`src/rtl/cart_swap_pkg.sv`:
```
package cart_swap_pkg;

  typedef enum logic [2:0] {
    SEL_NONE = 3'd0,
    SEL_ROM  = 3'd1,
    SEL_SRAM = 3'd2,
    SEL_EXT  = 3'd3,
    SEL_REG  = 3'd4
  } selKind_e;

  // Strobes from the decode control to the register/lane datapath
  typedef struct packed {
    logic killLoad;
    logic ctrlLoad;
    logic sramWrite;
    logic laneHi;
    logic laneLo;
    logic wordAccess;
  } strobe_t;

endpackage

```
`src/rtl/cart_swap_ctrl.sv`:
```
module cart_swap_ctrl
  import cart_swap_pkg::*;
#(
  parameter int          ADDR_W       = 24,
  parameter logic [23:0] LOW_ALIAS    = 24'h000180,
  parameter logic [23:0] HIGH_ALIAS   = 24'h3BFE00,
  parameter logic [23:0] HI_BASE      = 24'h200000,
  parameter logic [23:0] SRAM_SPAN    = 24'h010000,
  parameter logic [23:0] REG_WIN_BASE = 24'h3BC000
) (
  input  logic              clk,
  input  logic              rst,
  input  logic              busValid,
  input  logic              busWrite,
  input  logic              busWord,
  input  logic [ADDR_W-1:0] busAddr,
  input  logic              swapOn,
  output strobe_t           strobes,
  output selKind_e          selKind
);

  localparam logic [ADDR_W-1:0] HI_END   = ADDR_W'(HI_BASE + SRAM_SPAN);
  localparam logic [ADDR_W-1:0] LOW_END  = ADDR_W'(SRAM_SPAN);
  localparam logic [ADDR_W-1:0] HI_START = ADDR_W'(HI_BASE);
  localparam logic [ADDR_W-1:0] REG_WIN  = ADDR_W'(REG_WIN_BASE);
  localparam logic [ADDR_W-3:0] LOW_TAG  = LOW_ALIAS[ADDR_W-1:2];
  localparam logic [ADDR_W-3:0] HIGH_TAG = HIGH_ALIAS[ADDR_W-1:2];

  logic aliasLowHit;
  logic aliasHighHit;
  logic regLaneOk;
  logic regWriteHit;
  logic upperHalf;
  logic inCartArea;
  logic windowOpen;
  logic sramWrite;

  always_comb begin
    aliasLowHit  = (busAddr[ADDR_W-1:2] == LOW_TAG);
    aliasHighHit = (busAddr[ADDR_W-1:2] == HIGH_TAG);
    // a word access must be even, a byte access must hit the odd byte
    regLaneOk    = busWord ? ~busAddr[0] : busAddr[0];
    regWriteHit  = busValid & busWrite & regLaneOk & (aliasLowHit | aliasHighHit);
    upperHalf    = (busAddr >= HI_START);
    inCartArea   = (busAddr < REG_WIN);
    windowOpen   = swapOn ? ~upperHalf : (upperHalf & inCartArea);
    sramWrite    = busValid & busWrite & windowOpen & ~regWriteHit;
  end

  always_comb begin
    strobes.killLoad   = regWriteHit & ~busAddr[1];
    strobes.ctrlLoad   = regWriteHit &  busAddr[1];
    strobes.sramWrite  = sramWrite;
    strobes.laneHi     = sramWrite & (busWord | ~busAddr[0]);
    strobes.laneLo     = sramWrite & (busWord |  busAddr[0]);
    strobes.wordAccess = busWord;
  end

  always_comb begin
    selKind = SEL_NONE;
    if (!busValid) begin
      selKind = SEL_NONE;
    end else if (aliasHighHit || regWriteHit) begin
      selKind = SEL_REG;
    end else if (!swapOn) begin
      if (!upperHalf)             selKind = SEL_ROM;
      else if (busAddr < HI_END)  selKind = SEL_SRAM;
      else                        selKind = SEL_NONE;
    end else begin
      if (busAddr < LOW_END)      selKind = SEL_SRAM;
      else if (!upperHalf)        selKind = SEL_NONE;
      else if (busAddr < HI_END)  selKind = SEL_EXT;
      else if (inCartArea)        selKind = SEL_ROM;
      else                        selKind = SEL_NONE;
    end
  end

  AST_SRAM_WINDOW: assert property (@(posedge clk) disable iff (rst)
    strobes.sramWrite |-> (busWrite && (swapOn ? (busAddr < HI_START)
                                               : (busAddr >= HI_START && busAddr < REG_WIN))));

  AST_LANE_PRESENT: assert property (@(posedge clk) disable iff (rst)
    strobes.sramWrite |-> (strobes.laneHi || strobes.laneLo));

  AST_REG_NOT_SRAM: assert property (@(posedge clk) disable iff (rst)
    (strobes.killLoad || strobes.ctrlLoad) |-> !strobes.sramWrite);

  AST_SEL_IDLE: assert property (@(posedge clk) disable iff (rst)
    !busValid |-> (selKind == SEL_NONE));

endmodule

```
`src/rtl/cart_swap_datapath.sv`:
```
module cart_swap_datapath
  import cart_swap_pkg::*;
#(
  parameter int          DATA_W    = 16,
  parameter int          REG_W     = 8,
  parameter int          ROM_W     = 22,
  parameter int          SWAP_BIT  = 4,
  parameter logic [23:0] ROM_SHIFT = 24'h100000
) (
  input  logic              clk,
  input  logic              rst,
  input  strobe_t           strobes,
  input  selKind_e          selKind,
  input  logic              swapOn,
  input  logic [ROM_W-1:0]  romSrcAddr,
  input  logic [DATA_W-1:0] busWdata,
  output logic [ROM_W-1:0]  romAddr,
  output logic              sramWrEn,
  output logic [1:0]        sramByteEn,
  output logic [DATA_W-1:0] sramWdata,
  output logic [REG_W-1:0]  ctrlReg,
  output logic [REG_W-1:0]  killReg,
  output logic              swapFlip
);

  localparam int LANE_W = DATA_W / 2;
  localparam logic [ROM_W-1:0] SHIFT_T = ROM_SHIFT[ROM_W-1:0];

  logic [1:0]       laneSel;
  logic [REG_W-1:0] regData;
  logic [ROM_W-1:0] romShifted;

  assign regData    = busWdata[REG_W-1:0];
  assign laneSel    = {strobes.laneHi, strobes.laneLo};
  assign romShifted = romSrcAddr - SHIFT_T;

  always_comb begin
    if (selKind == SEL_ROM) romAddr = swapOn ? romShifted : romSrcAddr;
    else                    romAddr = '0;
  end

  assign sramWrEn = strobes.sramWrite;

  genvar g;
  generate
    for (g = 0; g < 2; g++) begin : gLane
      assign sramByteEn[g] = laneSel[g];
      assign sramWdata[g*LANE_W +: LANE_W] = strobes.wordAccess
                                             ? busWdata[g*LANE_W +: LANE_W]
                                             : busWdata[LANE_W-1:0];
    end
  endgenerate

  always_ff @(posedge clk) begin
    if (rst) begin
      ctrlReg  <= '0;
      killReg  <= '0;
      swapFlip <= 1'b0;
    end else begin
      swapFlip <= strobes.ctrlLoad & (regData[SWAP_BIT] ^ ctrlReg[SWAP_BIT]);
      if (strobes.ctrlLoad) ctrlReg <= regData;
      if (strobes.killLoad) killReg <= regData;
    end
  end

  AST_FLIP_ON_CHANGE: assert property (@(posedge clk) disable iff (rst)
    swapFlip |-> (ctrlReg[SWAP_BIT] != $past(ctrlReg[SWAP_BIT])));

  AST_FLIP_SINGLE: assert property (@(posedge clk) disable iff (rst)
    swapFlip |=> !swapFlip || $past(strobes.ctrlLoad));

  AST_CTRL_HOLD: assert property (@(posedge clk) disable iff (rst)
    (!$past(rst) && !$past(strobes.ctrlLoad)) |-> $stable(ctrlReg));

  AST_KILL_HOLD: assert property (@(posedge clk) disable iff (rst)
    (!$past(rst) && !$past(strobes.killLoad)) |-> $stable(killReg));

endmodule

```
`src/rtl/cart_swap_decoder.sv`:
```
module cart_swap_decoder
  import cart_swap_pkg::*;
#(
  parameter int ADDR_W   = 24,
  parameter int DATA_W   = 16,
  parameter int REG_W    = 8,
  parameter int ROM_W    = 22,
  parameter int SRAM_AW  = 16,
  parameter int SWAP_BIT = 4
) (
  input  logic               clk,
  input  logic               rst,
  input  logic               busValid,
  input  logic               busWrite,
  input  logic               busWord,
  input  logic [ADDR_W-1:0]  busAddr,
  input  logic [DATA_W-1:0]  busWdata,
  output logic [2:0]         selKind,
  output logic               selRom,
  output logic               selSram,
  output logic               selExt,
  output logic               selReg,
  output logic [ROM_W-1:0]   romAddr,
  output logic [SRAM_AW-1:0] sramAddr,
  output logic               sramWrEn,
  output logic [1:0]         sramByteEn,
  output logic [DATA_W-1:0]  sramWdata,
  output logic [REG_W-1:0]   ctrlReg,
  output logic [REG_W-1:0]   killReg,
  output logic               swapFlip
);

  strobe_t  strobes;
  selKind_e kind;

  cart_swap_ctrl #(.ADDR_W(ADDR_W)) uCtrl (
    .clk      (clk),
    .rst      (rst),
    .busValid (busValid),
    .busWrite (busWrite),
    .busWord  (busWord),
    .busAddr  (busAddr),
    .swapOn   (ctrlReg[SWAP_BIT]),
    .strobes  (strobes),
    .selKind  (kind)
  );

  cart_swap_datapath #(
    .DATA_W   (DATA_W),
    .REG_W    (REG_W),
    .ROM_W    (ROM_W),
    .SWAP_BIT (SWAP_BIT)
  ) uData (
    .clk        (clk),
    .rst        (rst),
    .strobes    (strobes),
    .selKind    (kind),
    .swapOn     (ctrlReg[SWAP_BIT]),
    .romSrcAddr (busAddr[ROM_W-1:0]),
    .busWdata   (busWdata),
    .romAddr    (romAddr),
    .sramWrEn   (sramWrEn),
    .sramByteEn (sramByteEn),
    .sramWdata  (sramWdata),
    .ctrlReg    (ctrlReg),
    .killReg    (killReg),
    .swapFlip   (swapFlip)
  );

  assign sramAddr = busAddr[SRAM_AW-1:0];
  assign selKind  = kind;
  assign selRom   = (kind == SEL_ROM);
  assign selSram  = (kind == SEL_SRAM);
  assign selExt   = (kind == SEL_EXT);
  assign selReg   = (kind == SEL_REG);

endmodule

```
`config.mk`:
```
export PLATFORM = sky130hd
export DESIGN_NAME = cart_swap_decoder
export DESIGN_NICKNAME = d
export VERILOG_FILES = /design/src/rtl/cart_swap_pkg.sv /design/src/rtl/cart_swap_ctrl.sv /design/src/rtl/cart_swap_datapath.sv /design/src/rtl/cart_swap_decoder.sv
export SDC_FILE = /design/constraint.sdc
export NUM_CORES = 1
export LEC_CHECK = 0
export BUFFER_PORTS_ARGS = -buffer_cell sky130_fd_sc_hd__buf_4
export CAP_MARGIN = 20
export CORE_MARGIN = 2
export CORE_UTILIZATION = 41
export CTS_BUF_LIST = sky130_fd_sc_hd__clkbuf_16
export DETAILED_ROUTE_END_ITERATION = 7
export GPL_TIMING_DRIVEN = 0
export MAX_ROUTING_LAYER = met4
export PLACE_DENSITY = 0.89
export SYNTH_ARGS = -nofsm -noshare
export SYNTH_HDL_FRONTEND = slang
export SYNTH_SLANG_ARGS = --single-unit
```
`constraint.sdc`:
```
create_clock -name clk -period 2.61 [get_ports clk]
set_input_delay 0.261 -clock clk [delete_from_list [all_inputs] [get_ports clk]]
set_output_delay 0.261 -clock clk [all_outputs]
set_load 0.02 [all_outputs]
```
==> impl_metrics.json <==
{
  "status": "complete, no violations",
  "synth-seq-cells": 17,
  "wl_met1_um": 2237,
  "wl_met2_um": 3008,
  "swShare": 0.2995,
  "drcViolationCount": 0,
  "initial_core_util": 0.4270,
  "antenna_left": 0,
  "p_clk_frac": 0.361,
  "grt_pass1_vias": 1841,
  "diodes": 0,
  "synth.yosys.seq_area_share": 0.1978,
  "gp_congestion": 0.8585,
  "hold_violations": 0,
  "ctsLongestPathBuffers": 2,
  "drt_iter0_drc": 89,
  "fin_area_um2": 2839,
  "grt_max_degree": 12,
  "grt_usage": 0.2461,
  "crit_chain": "buf_4 > or4_4 > and4b_2 > a311o_1 > a31oi_4 > buf_4 > nor2_1 > buf_4",
  "cap_violations": 0,
  "synthMostInstantiatedCell": "buf_4",
  "p_total_mw": 0.8831,
  "crit_type": "in2out",
  "p_seq_frac": 0.294,
  "numCtsBuffers": 3,
  "top_layer": "met4",
  "cts_max_level": 1,
  "area_growth_syn_to_layout_pct": 65.02,
  "synth-edff-count": 0,
  "leakage_nw": 1.409,
  "port_buffers": 124,
  "worstSkewPairLatency_ns": 0.25,
  "slew_headroom": 0.7127,
  "worst-slew-pin-transition_ns": 0.4253,
  "slew_violations": 0,
  "synth_area_um2": 1720,
  "core.rowCount": 23,
  "synth.top_cell.area_share": 0.1978,
  "syn_inst": 228,
  "required_ns": 2.35,
  "internal-power_mw": 0.6186,
  "die_h_um": 68.78,
  "dpl.hpwl_um": 4619,
  "grt-ovfl-total": 0,
  "cpMostUsedCell": "buf_4",
  "final_nets": 409,
  "power.switching_mw": 0.2645,
  "hold_ws_ns": 0.3142,
  "grt_antenna_before_repair": 0,
  "setup_ws_ns": 0.05930,
  "synth.distinct_cells": 39,
  "max_stage_delay_ns": 0.55,
  "fin_crit_sh": 0.9773,
  "synthesis.nets": 279,
  "via_count": 2091,
  "clkTransAtPathRegs_ns": 0.06,
  "power.density_nw_per_um2": 311.1,
  "cts_tree": "built",
  "dp_cells": 402,
  "fmax_ghz": 0.3920,
  "pre_cts_ws_ns": -0.04567,
  "cts_root_buf": "clkbuf_16",
  "vias_per_cell": 5.138,
  "ir_drop_uv": 351.2,
  "ys.flop_type": "dfxtp_1",
  "die_w_um": 68.78,
  "critPathTopFamily": "simple AND/OR/NAND/NOR gates",
  "period_minus_slack_ns": 2.551,
  "grt_pass1_wl_um": 8535,
  "ys_top_cells_by_area": "dfxtp_1 20%, buf_4 13%, mux2i_1 9.3%, nand2b_1 8.7%, nand2_1 5.9%",
  "synth_commonest_cells": "29 x buf_4, 27 x nand2_1, 26 x nor2_1, 24 x nand2b_1, 17 x dfxtp_1",
  "drive_above_1_share": 0.5098,
  "first_pass_iters": 4,
  "async_flop_share": 0,
  "wl_met3_um": 447,
  "start_kind": "primary input",
  "placed_area_um2": 2714,
  "endpoint_kind": "output port",
  "hold_class": "in2reg",
  "setup_violations": 0,
  "cp_slowest_cell": "or4_4",
  "instances_no_fill": 407,
  "coreArea_um2": 4029,
  "cts_num_sinks": 17,
  "finClkSkew_ns": 0.002589,
  "synth_top_area_cell": "dfxtp_1",
  "post_synth.cell_area_avg_um2": 7.546,
  "critPathBufInv": 3,
  "yosys_warnings": 0,
  "wl_per_cell_um": 14.14,
  "p_comb_frac": 0.345,
  "io_pins": 126,
  "design.die.area_um2": 4730,
  "postRouteWirelength_um": 5754,
  "cp_max_fo": 10,
  "cp_data_arrival_time_ns": 2.29
}
[final cells by class]
cell class,instances,area (um2)
tap,50,62.56
fill,311,1190
clock buffer,3,75.07
sequential,17,340.3
inverter,7,26.28
buffer,36,255.2
clock inverter,1,7.507
timing repair buffer,125,938.4
multi-input combinational,168,1134
[power by group through the flow]
stage	Combinational [mW]	Sequential [mW]	Clock [mW]
6_report	0.305	0.260	0.318
5_1_grt	0.327	0.259	0.337
4_1_cts	0.300	0.260	0.320
3_5_place_dp	0.298	0.265	0
3_3_place_gp	0.292	0.265	0
2_1_floorplan	0.154	0.265	0
[per-layer routing]
layer | vias up | global-route usage
met5 | - | -
met4 | 0 | 0.06127
met3 | 6 | 0.05357
met2 | 103 | 0.4303
met1 | 961 | 0.2861
li1 | 1021 | -
[registers in the layout, summed over array words and instances (netlist names)]
name	cells
uData.swapFlip	1
uData.killReg	8
uData.ctrlReg	8
[per-stage QoR]
stage | TNS, ns | utilization
5_1_grt | -0.03799 | 0.7047
6_report | 0 | 0.7047
4_1_cts | 0 | 0.6957
3_5_place_dp | -0.7313 | 0.6736
2_1_floorplan | 0 | -
3_3_place_gp | -0.2889 | 0.6736
[kinds of logic after synthesis]
kind of cell               Yosys count  synth area share
and+or+nand+nor                    118            0.3564
adders and majority gates            6           0.04364
DFF                                 17            0.1978
xor gates and xnor gates             2           0.01018
AOI/OAI and AO/OA                   18           0.08364
buffers and inverters               43            0.1629
muxes                               24            0.1455
[worst paths after layout]
kind | end | slack, ns | start | cells past startpoint
min reg2reg | uData.ctrlReg[2]$_SDFFE_PP0P_ | 0.48 | uData.ctrlReg[2]$_SDFFE_PP0P_ | 2
max | romAddr[21] | 0.06 | busAddr[23] | 8
max reg2reg | uData.swapFlip$_SDFF_PP0_ | 1.38 | uData.ctrlReg[4]$_SDFFE_PP0P_ | 3
min | uData.swapFlip$_SDFF_PP0_ | 0.31 | busWrite | 3
[cells in the final DEF, fill, tap and decap left out, drive strengths merged, types with 2 or more instances in the layout]
cell	count
or4	2
o22ai	2
a31oi	2
mux2i	16
and3	2
nand2	28
a41oi	2
nand4	6
a21oi	5
nand3	4
clkbuf	7
nor4	4
nor2	26
xnor2	2
ha	6
nand2b	24
nand4b	3
buf	157
mux2	8
dfxtp	17
inv	7
and2	4
nor3	9
[what timing repair did]
item	4_1_cts	5_1_grt
setup buffers	0	1
gates resized for setup	1	7
hold buffers	0	0
endpoints found under the setup margin	20	23
pin swaps	0	1
[worst register-to-register path, cell delays in order, from the launching register on]
cell and delay [ns]:
dfxtp_1 0.34, clkbuf_1 0.36, xnor2_1 0.11, a2111oi_0 0.31
No activity file was read; power rests on OpenSTA's default activity.
